[src/rtl/dly_seq_pkg.sv]
// Package: shared constants and reference-code helpers for the delay sequencer.
// Assumes four channels; reference code 0 means the cycle start, 1..NUM_CH
// select a channel, anything above NUM_CH also means the cycle start.
package dly_seq_pkg;
    localparam int NUM_CH = 4;
    localparam int CH_IW  = $clog2(NUM_CH);
    localparam int REF_W  = $clog2(NUM_CH + 1);
    localparam int PAIRS  = NUM_CH / 2;

    // True when a reference code points at the cycle start.
    function automatic logic ref_is_start(input logic [REF_W-1:0] code);
        return (code == '0) || (int'(code) > NUM_CH);
    endfunction

    // Channel index selected by a non-start reference code.
    function automatic logic [CH_IW-1:0] ref_chan(input logic [REF_W-1:0] code);
        return CH_IW'(code - REF_W'(1));
    endfunction
endpackage

[src/rtl/dly_cfg_bank.sv]
// Module: per-channel delay and reference registers.
// Loads one channel per write strobe; values persist until rewritten or reset.
// Assumes wr_sel names an existing channel.
module dly_cfg_bank
    import dly_seq_pkg::*;
#(
    parameter int TW = 48
) (
    input  logic                           clk,
    input  logic                           rst_n,
    input  logic                           wr_en,
    input  logic [CH_IW-1:0]               wr_sel,
    input  logic [REF_W-1:0]               wr_ref,
    input  logic [TW-1:0]                  wr_delay,
    output logic [NUM_CH-1:0][TW-1:0]      dly_o,
    output logic [NUM_CH-1:0][REF_W-1:0]   ref_o
);
    // Store delay and reference code for the addressed channel.
    always_ff @(posedge clk) begin
        if (!rst_n) begin
            dly_o <= '0;
            ref_o <= '0;
        end else if (wr_en) begin
            dly_o[wr_sel] <= wr_delay;
            ref_o[wr_sel] <= wr_ref;
        end
    end
endmodule

[src/rtl/dly_ref_resolver.sv]
// Module: resolves each channel's effective delay by following its reference
// chain, and flags any chain that never reaches the cycle start.
// Purely combinational; a loop-free chain has at most NUM_CH-1 hops.
module dly_ref_resolver
    import dly_seq_pkg::*;
#(
    parameter int TW = 48,
    parameter int EW = TW + CH_IW
) (
    input  logic [NUM_CH-1:0][TW-1:0]    dly_i,
    input  logic [NUM_CH-1:0][REF_W-1:0] ref_i,
    output logic [NUM_CH-1:0][EW-1:0]    eff_o,
    output logic                         loop_o
);
    logic [NUM_CH-1:0] loop_vec;

    for (genvar g = 0; g < NUM_CH; g++) begin : g_walk
        logic [CH_IW-1:0] node;
        logic [EW-1:0]    acc;
        // Follow the chain hop by hop, adding each base channel's own delay.
        always_comb begin
            node = CH_IW'(g);
            acc  = EW'(dly_i[g]);
            for (int h = 0; h < NUM_CH - 1; h++) begin
                if (!ref_is_start(ref_i[node])) begin
                    node = ref_chan(ref_i[node]);
                    acc  = acc + EW'(dly_i[node]);
                end
            end
            eff_o[g]    = acc;
            loop_vec[g] = !ref_is_start(ref_i[node]);
        end
    end

    assign loop_o = |loop_vec;
endmodule

[src/rtl/dly_cycle_ctrl.sv]
// Module: timing-cycle controller. On an accepted start it latches the resolved
// delays, then counts ticks until the hold window after the latest edge expires.
// Assumes HOLD_TICKS >= 1. Starts while busy are ignored.
module dly_cycle_ctrl
    import dly_seq_pkg::*;
#(
    parameter int EW         = 50,
    parameter int CW         = EW + 1,
    parameter int HOLD_TICKS = 200
) (
    input  logic                      clk,
    input  logic                      rst_n,
    input  logic                      start_i,
    input  logic                      loop_i,
    input  logic [NUM_CH-1:0][EW-1:0] eff_i,
    output logic                      busy_o,
    output logic [CW-1:0]             tick_o,
    output logic [NUM_CH-1:0][EW-1:0] eff_q_o,
    output logic                      cfg_err_o
);
    logic [EW-1:0] span;
    logic [CW-1:0] last_c;
    logic [CW-1:0] last_q;

    // Largest effective delay decides where the hold window begins.
    always_comb begin
        span = '0;
        for (int k = 0; k < NUM_CH; k++) begin
            if (eff_i[k] > span) span = eff_i[k];
        end
        last_c = CW'(span) + CW'(HOLD_TICKS - 1);
    end

    // Cycle state: accept start, count ticks, end after the hold window.
    always_ff @(posedge clk) begin
        if (!rst_n) begin
            busy_o    <= 1'b0;
            tick_o    <= '0;
            eff_q_o   <= '0;
            last_q    <= '0;
            cfg_err_o <= 1'b0;
        end else if (busy_o) begin
            if (tick_o == last_q) begin
                busy_o <= 1'b0;
                tick_o <= '0;
            end else begin
                tick_o <= tick_o + CW'(1);
            end
        end else if (start_i) begin
            if (loop_i) begin
                cfg_err_o <= 1'b1;
            end else begin
                cfg_err_o <= 1'b0;
                busy_o    <= 1'b1;
                tick_o    <= '0;
                eff_q_o   <= eff_i;
                last_q    <= last_c;
            end
        end
    end
endmodule

[src/rtl/dly_seq_top.sv]
// Module: linked four-channel delay sequencer top. Ties the register bank,
// reference resolver and cycle controller together and forms the channel,
// pair-pulse and inverted pulse outputs from the latched cycle state.
// Assumes synchronous active-low reset and HOLD_TICKS >= 1.
module dly_seq_top
    import dly_seq_pkg::*;
#(
    parameter int TW         = 48,
    parameter int HOLD_TICKS = 200
) (
    input  logic                 clk,
    input  logic                 rst_n,
    input  logic                 start,
    input  logic                 wr_en,
    input  logic [CH_IW-1:0]     wr_sel,
    input  logic [REF_W-1:0]     wr_ref,
    input  logic [TW-1:0]        wr_delay,
    output logic [NUM_CH-1:0]    ch_out,
    output logic                 pulse_ab,
    output logic                 pulse_ab_n,
    output logic                 pulse_cd,
    output logic                 pulse_cd_n,
    output logic                 busy,
    output logic                 config_error
);
    localparam int EW = TW + CH_IW;
    localparam int CW = EW + 1;

    logic [NUM_CH-1:0][TW-1:0]    dly;
    logic [NUM_CH-1:0][REF_W-1:0] refs;
    logic [NUM_CH-1:0][EW-1:0]    eff;
    logic [NUM_CH-1:0][EW-1:0]    eff_q;
    logic                         loop_found;
    logic [CW-1:0]                tick;
    logic [PAIRS-1:0]             pair_pulse;

    dly_cfg_bank #(.TW(TW)) u_bank (
        .clk      (clk),
        .rst_n    (rst_n),
        .wr_en    (wr_en),
        .wr_sel   (wr_sel),
        .wr_ref   (wr_ref),
        .wr_delay (wr_delay),
        .dly_o    (dly),
        .ref_o    (refs)
    );

    dly_ref_resolver #(.TW(TW), .EW(EW)) u_resolve (
        .dly_i  (dly),
        .ref_i  (refs),
        .eff_o  (eff),
        .loop_o (loop_found)
    );

    dly_cycle_ctrl #(.EW(EW), .CW(CW), .HOLD_TICKS(HOLD_TICKS)) u_ctrl (
        .clk       (clk),
        .rst_n     (rst_n),
        .start_i   (start),
        .loop_i    (loop_found),
        .eff_i     (eff),
        .busy_o    (busy),
        .tick_o    (tick),
        .eff_q_o   (eff_q),
        .cfg_err_o (config_error)
    );

    // Each channel is high once the tick count reaches its latched delay.
    for (genvar g = 0; g < NUM_CH; g++) begin : g_chan
        assign ch_out[g] = busy & (tick >= CW'(eff_q[g]));
    end

    // A pair pulse spans the gap between its two channel edges.
    for (genvar p = 0; p < PAIRS; p++) begin : g_pair
        assign pair_pulse[p] = ch_out[2*p] ^ ch_out[2*p+1];
    end

    assign pulse_ab   = pair_pulse[0];
    assign pulse_cd   = pair_pulse[1];
    assign pulse_ab_n = ~pair_pulse[0];
    assign pulse_cd_n = ~pair_pulse[1];
endmodule

[config.mk]
export PLATFORM = sky130hd
export DESIGN_NAME = dly_seq_top
export DESIGN_NICKNAME = d
export VERILOG_FILES = /design/src/rtl/dly_seq_pkg.sv /design/src/rtl/dly_cfg_bank.sv /design/src/rtl/dly_ref_resolver.sv /design/src/rtl/dly_cycle_ctrl.sv /design/src/rtl/dly_seq_top.sv
export SDC_FILE = /design/constraint.sdc
export NUM_CORES = 2
export LEC_CHECK = 0
export BUFFER_PORTS_ARGS = -buffer_cell sky130_fd_sc_hd__buf_2
export CAP_MARGIN = 20
export CELL_PAD_IN_SITES_DETAIL_PLACEMENT = 1
export CELL_PAD_IN_SITES_GLOBAL_PLACEMENT = 1
export CORE_ASPECT_RATIO = 0.8
export CORE_UTILIZATION = 36
export DETAILED_ROUTE_END_ITERATION = 7
export MAX_ROUTING_LAYER = met4
export PLACE_DENSITY = 0.64
export SETUP_SLACK_MARGIN = 0.1
export SLEW_MARGIN = 20
export SYNTH_ARGS = -nofsm -noshare
export SYNTH_HDL_FRONTEND = slang
export SYNTH_SLANG_ARGS = --single-unit
[constraint.sdc]
create_clock -name clk -period 30.2 [get_ports clk]
set_input_delay 6.04 -clock clk [delete_from_list [all_inputs] [get_ports clk]]
set_output_delay 6.04 -clock clk [all_outputs]
set_load 0.01 [all_outputs]
==> flow_metrics.tcl <==
set metrics [dict create \
    status "completed" \
    start_util_pct 36.28 \
    slew_headroom_pct 7.957 \
    htree_levels 3 \
    antenna_left 0 \
    cts_setup_buffers 0 \
    synth_fa_ha_area_share_pct 13.38 \
    fp.dieW_um 560.0 \
    critPathTopFamily "compound AO/OA/AOI/OAI gates" \
    syn-num-nets 12760 \
    port_buffers 66 \
    synth_ff_type "dfxtp_1" \
    stdcell_area_mm2 0.09728 \
    placementRows 163 \
    slew_violations 0 \
    placed_area_mm2 0.09469 \
    crit_buf_inv 9 \
    grt_max_degree 117 \
    slowest_stage "buf_4" \
    clock_sinks 508 \
    via_per_inst 7.075 \
    syn_to_final_growth_pct 8.486 \
    synth_cell_types 117 \
    drtIter0Drc 14690 \
    cts_tree "built" \
    grt_usage_pct 47.28 \
    core_area_mm2 0.2472 \
    layout_commonest_cell "nand2_1" \
    die-area_mm2 0.2511 \
    maxCapViolations 0 \
    required_ps 30800 \
    insertion_delay_ps 780 \
    finalSetupViolations 0 \
    clk_pin_slew_ps 60 \
    end_kind "flip-flop" \
    vdd_drop_max_mv 0.1142 \
    yosys-top-cells-area "mux4_2 15%, ha_1 13%, dfxtp_1 11%" \
    syn_area_mm2 0.08967 \
    cts_made_buffers 67 \
    yosys.area_share.simple_pct 20.00 \
    clockRootBuffer "clkbuf_16" \
    grt_pass1_wl_um 812200 \
    die_h_um 448.4 \
    p_int_mw 2.792 \
    sw_frac_of_total_pct 58.67 \
    critPathMaxStageDelay_ps 790 \
    synth_enable_flop_cells 0 \
    fill_cells 29980 \
    synth_top_family_by_area "compound AO/OA/AOI/OAI gates" \
    pin_count 67 \
    drt-pass1-iter-count 8 \
    finalClockSkew_ps 75.05 \
    layout-drive-gt1-share_pct 13.86 \
    nets 12450 \
    finalWirelength_um 596400 \
    rsz0062_at_grt "false" \
    hold_viol_final 0 \
    async_reset_ff_share_pct 0 \
    clockBufferDepth 3 \
    path_common_cell "buf_4" \
    power.share.sequential_pct 12.6 \
    path_class "flip-flop to flip-flop" \
    hpwl_um 460900 \
    antenna_found_initial 109 \
    final_cell_mix "1501 x nand2_1, 1119 x a21oi_1, 928 x ha_1" \
    hold_class "flip-flop to flip-flop" \
    route.detailed.drc 0 \
    routedWlPerCell_um 40.09 \
    synth_top_area_share_pct 14.57 \
    fin_setup_tns_ps 0 \
    seq_area_frac_synth_pct 11.34 \
    worstMarginPinSlew_ps 1381 \
    cp.arrival_ps 27170 \
    synth_compound_area_share_pct 26.71 \
    grt_overflow_total 0 \
    netlist_instances 11750 \
    power.clock.fraction_pct 13.1 \
    synthMuxAreaShare_pct 17.50 \
    vias 105300 \
    period_minus_slack_ps 26570 \
    p_leak_nw 39.28 \
    p_comb_share_pct 74.4 \
    cp_max_fo 37 \
    synthXorXnorAreaFrac_pct 5.149 \
    clock.fmax_mhz 37.63 \
    grt_pass1_vias 100000 \
    ys_ff_latch 508 \
    gp_congestion 1.121 \
    postCtsHoldBufs 0 \
    yosysWarningCount 0 \
    p_switching_mw 3.963 \
    syn_area_per_cell_um2 7.631 \
    yosysTopAreaCell "mux4_2" \
    p_per_area_mw_per_mm2 69.45 \
    finalCritPeriodShare_pct 87.99 \
    cp-start-kind "flip-flop" \
    cts_resized 0 \
]
[worst paths after layout]
path                                           from             endpoint  slack [ps]  depth (start not counted)
worst min-delay path            u_ctrl.eff_q_o[141]  u_ctrl.eff_q_o[141]         460                          2
worst min register to register  u_ctrl.eff_q_o[141]  u_ctrl.eff_q_o[141]         460                          2
worst max-delay path                u_bank.ref_o[0]    u_ctrl.last_q[32]        3630                         70
worst max register to register      u_bank.ref_o[0]    u_ctrl.last_q[32]        3630                         70
[final cells by class]
| type | count | area, um^2 | share of cell area (%) |
|---|---|---|---|
| Timing Repair Buffer | 518 | 3760 | 3.865 |
| Antenna cell | 81 | 202.7 | 0.2084 |
| Inverter | 485 | 1828 | 1.879 |
| Sequential cell | 508 | 10230 | 10.52 |
| Multi-Input combinational cell | 9861 | 74860 | 76.95 |
| Tap cell | 3300 | 4129 | 4.244 |
| Clock inverter | 31 | 391.6 | 0.4026 |
| Clock buffer | 92 | 1881 | 1.933 |
[synth_stat cells (307+ instances only)]
cell type	count
nand2_1	1504
o21ai_0	743
a211oi_1	307
a21o_1	319
dfxtp_1	508
inv_1	475
xnor2_1	313
clkbuf_1	738
mux4_2	580
ha_1	940
a21oi_1	1121
nor2_1	845
[worst reg2reg max path, delay by kind of cell (launching register included)]
family | cells | cell delay, ps
compound gates | 22 | 9340
fa+ha+maj | 7 | 2890
buf+inv | 9 | 3490
flops | 1 | 330
mux | 3 | 1530
simple gates | 29 | 8860
[layer usage]
layer | vias up | GRT usage, % | wire length, um
met5 | - | - | 0
met1 | 53220 | 59.58 | 245800
met4 | 0 | 30.74 | 46800
met3 | 1689 | 15.49 | 70850
li1 | 43660 | - | -
met2 | 6680 | 64.04 | 232900
[state kept, by name, summed over array words and instances, names as in the netlist]
signal,count
u_bank.dly_o,192
u_ctrl.busy_o,1
u_ctrl.eff_q_o,200
u_ctrl.cfg_err_o,1
u_ctrl.tick_o,51
u_bank.ref_o,12
u_ctrl.last_q,51
[kinds of logic after synthesis]
kind of cell	after synthesis
muxes	827
and+or+nand+nor	3836
xor gates and xnor gates	523
AOI/OAI and AO/OA	3723
buffers and inverters	1382
adders and majority gates	952
DFF	508
[power by group through the flow]
stage	clock network (mW)	logic [mW]	registers, mW
floorplan	0	2.87	0.843
global placement	0	4.73	0.856
detailed placement	0	4.79	0.861
CTS	0.886	4.82	0.847
global route	0.914	5.24	0.858
finish	0.883	5.02	0.849
[per-stage QoR]
step / util, % / instances / total power [mW] / setup slack (ps) / hold WS [ps]
after floorplan: - / 11750 / 3.712 / 9001 / 436.3
after global placement: 38.28 / 14660 / 5.585 / 4320 / 444.8
after detailed placement: 38.31 / 14670 / 5.651 / 4328 / 449.1
after CTS: 39.23 / 14790 / 6.553 / 4096 / 459.0
after global routing: 39.33 / 14850 / 7.017 / 2823 / 474.1
final: 39.36 / 14880 / 6.756 / 3628 / 458.1
No activity file was read; power rests on OpenSTA's default activity.
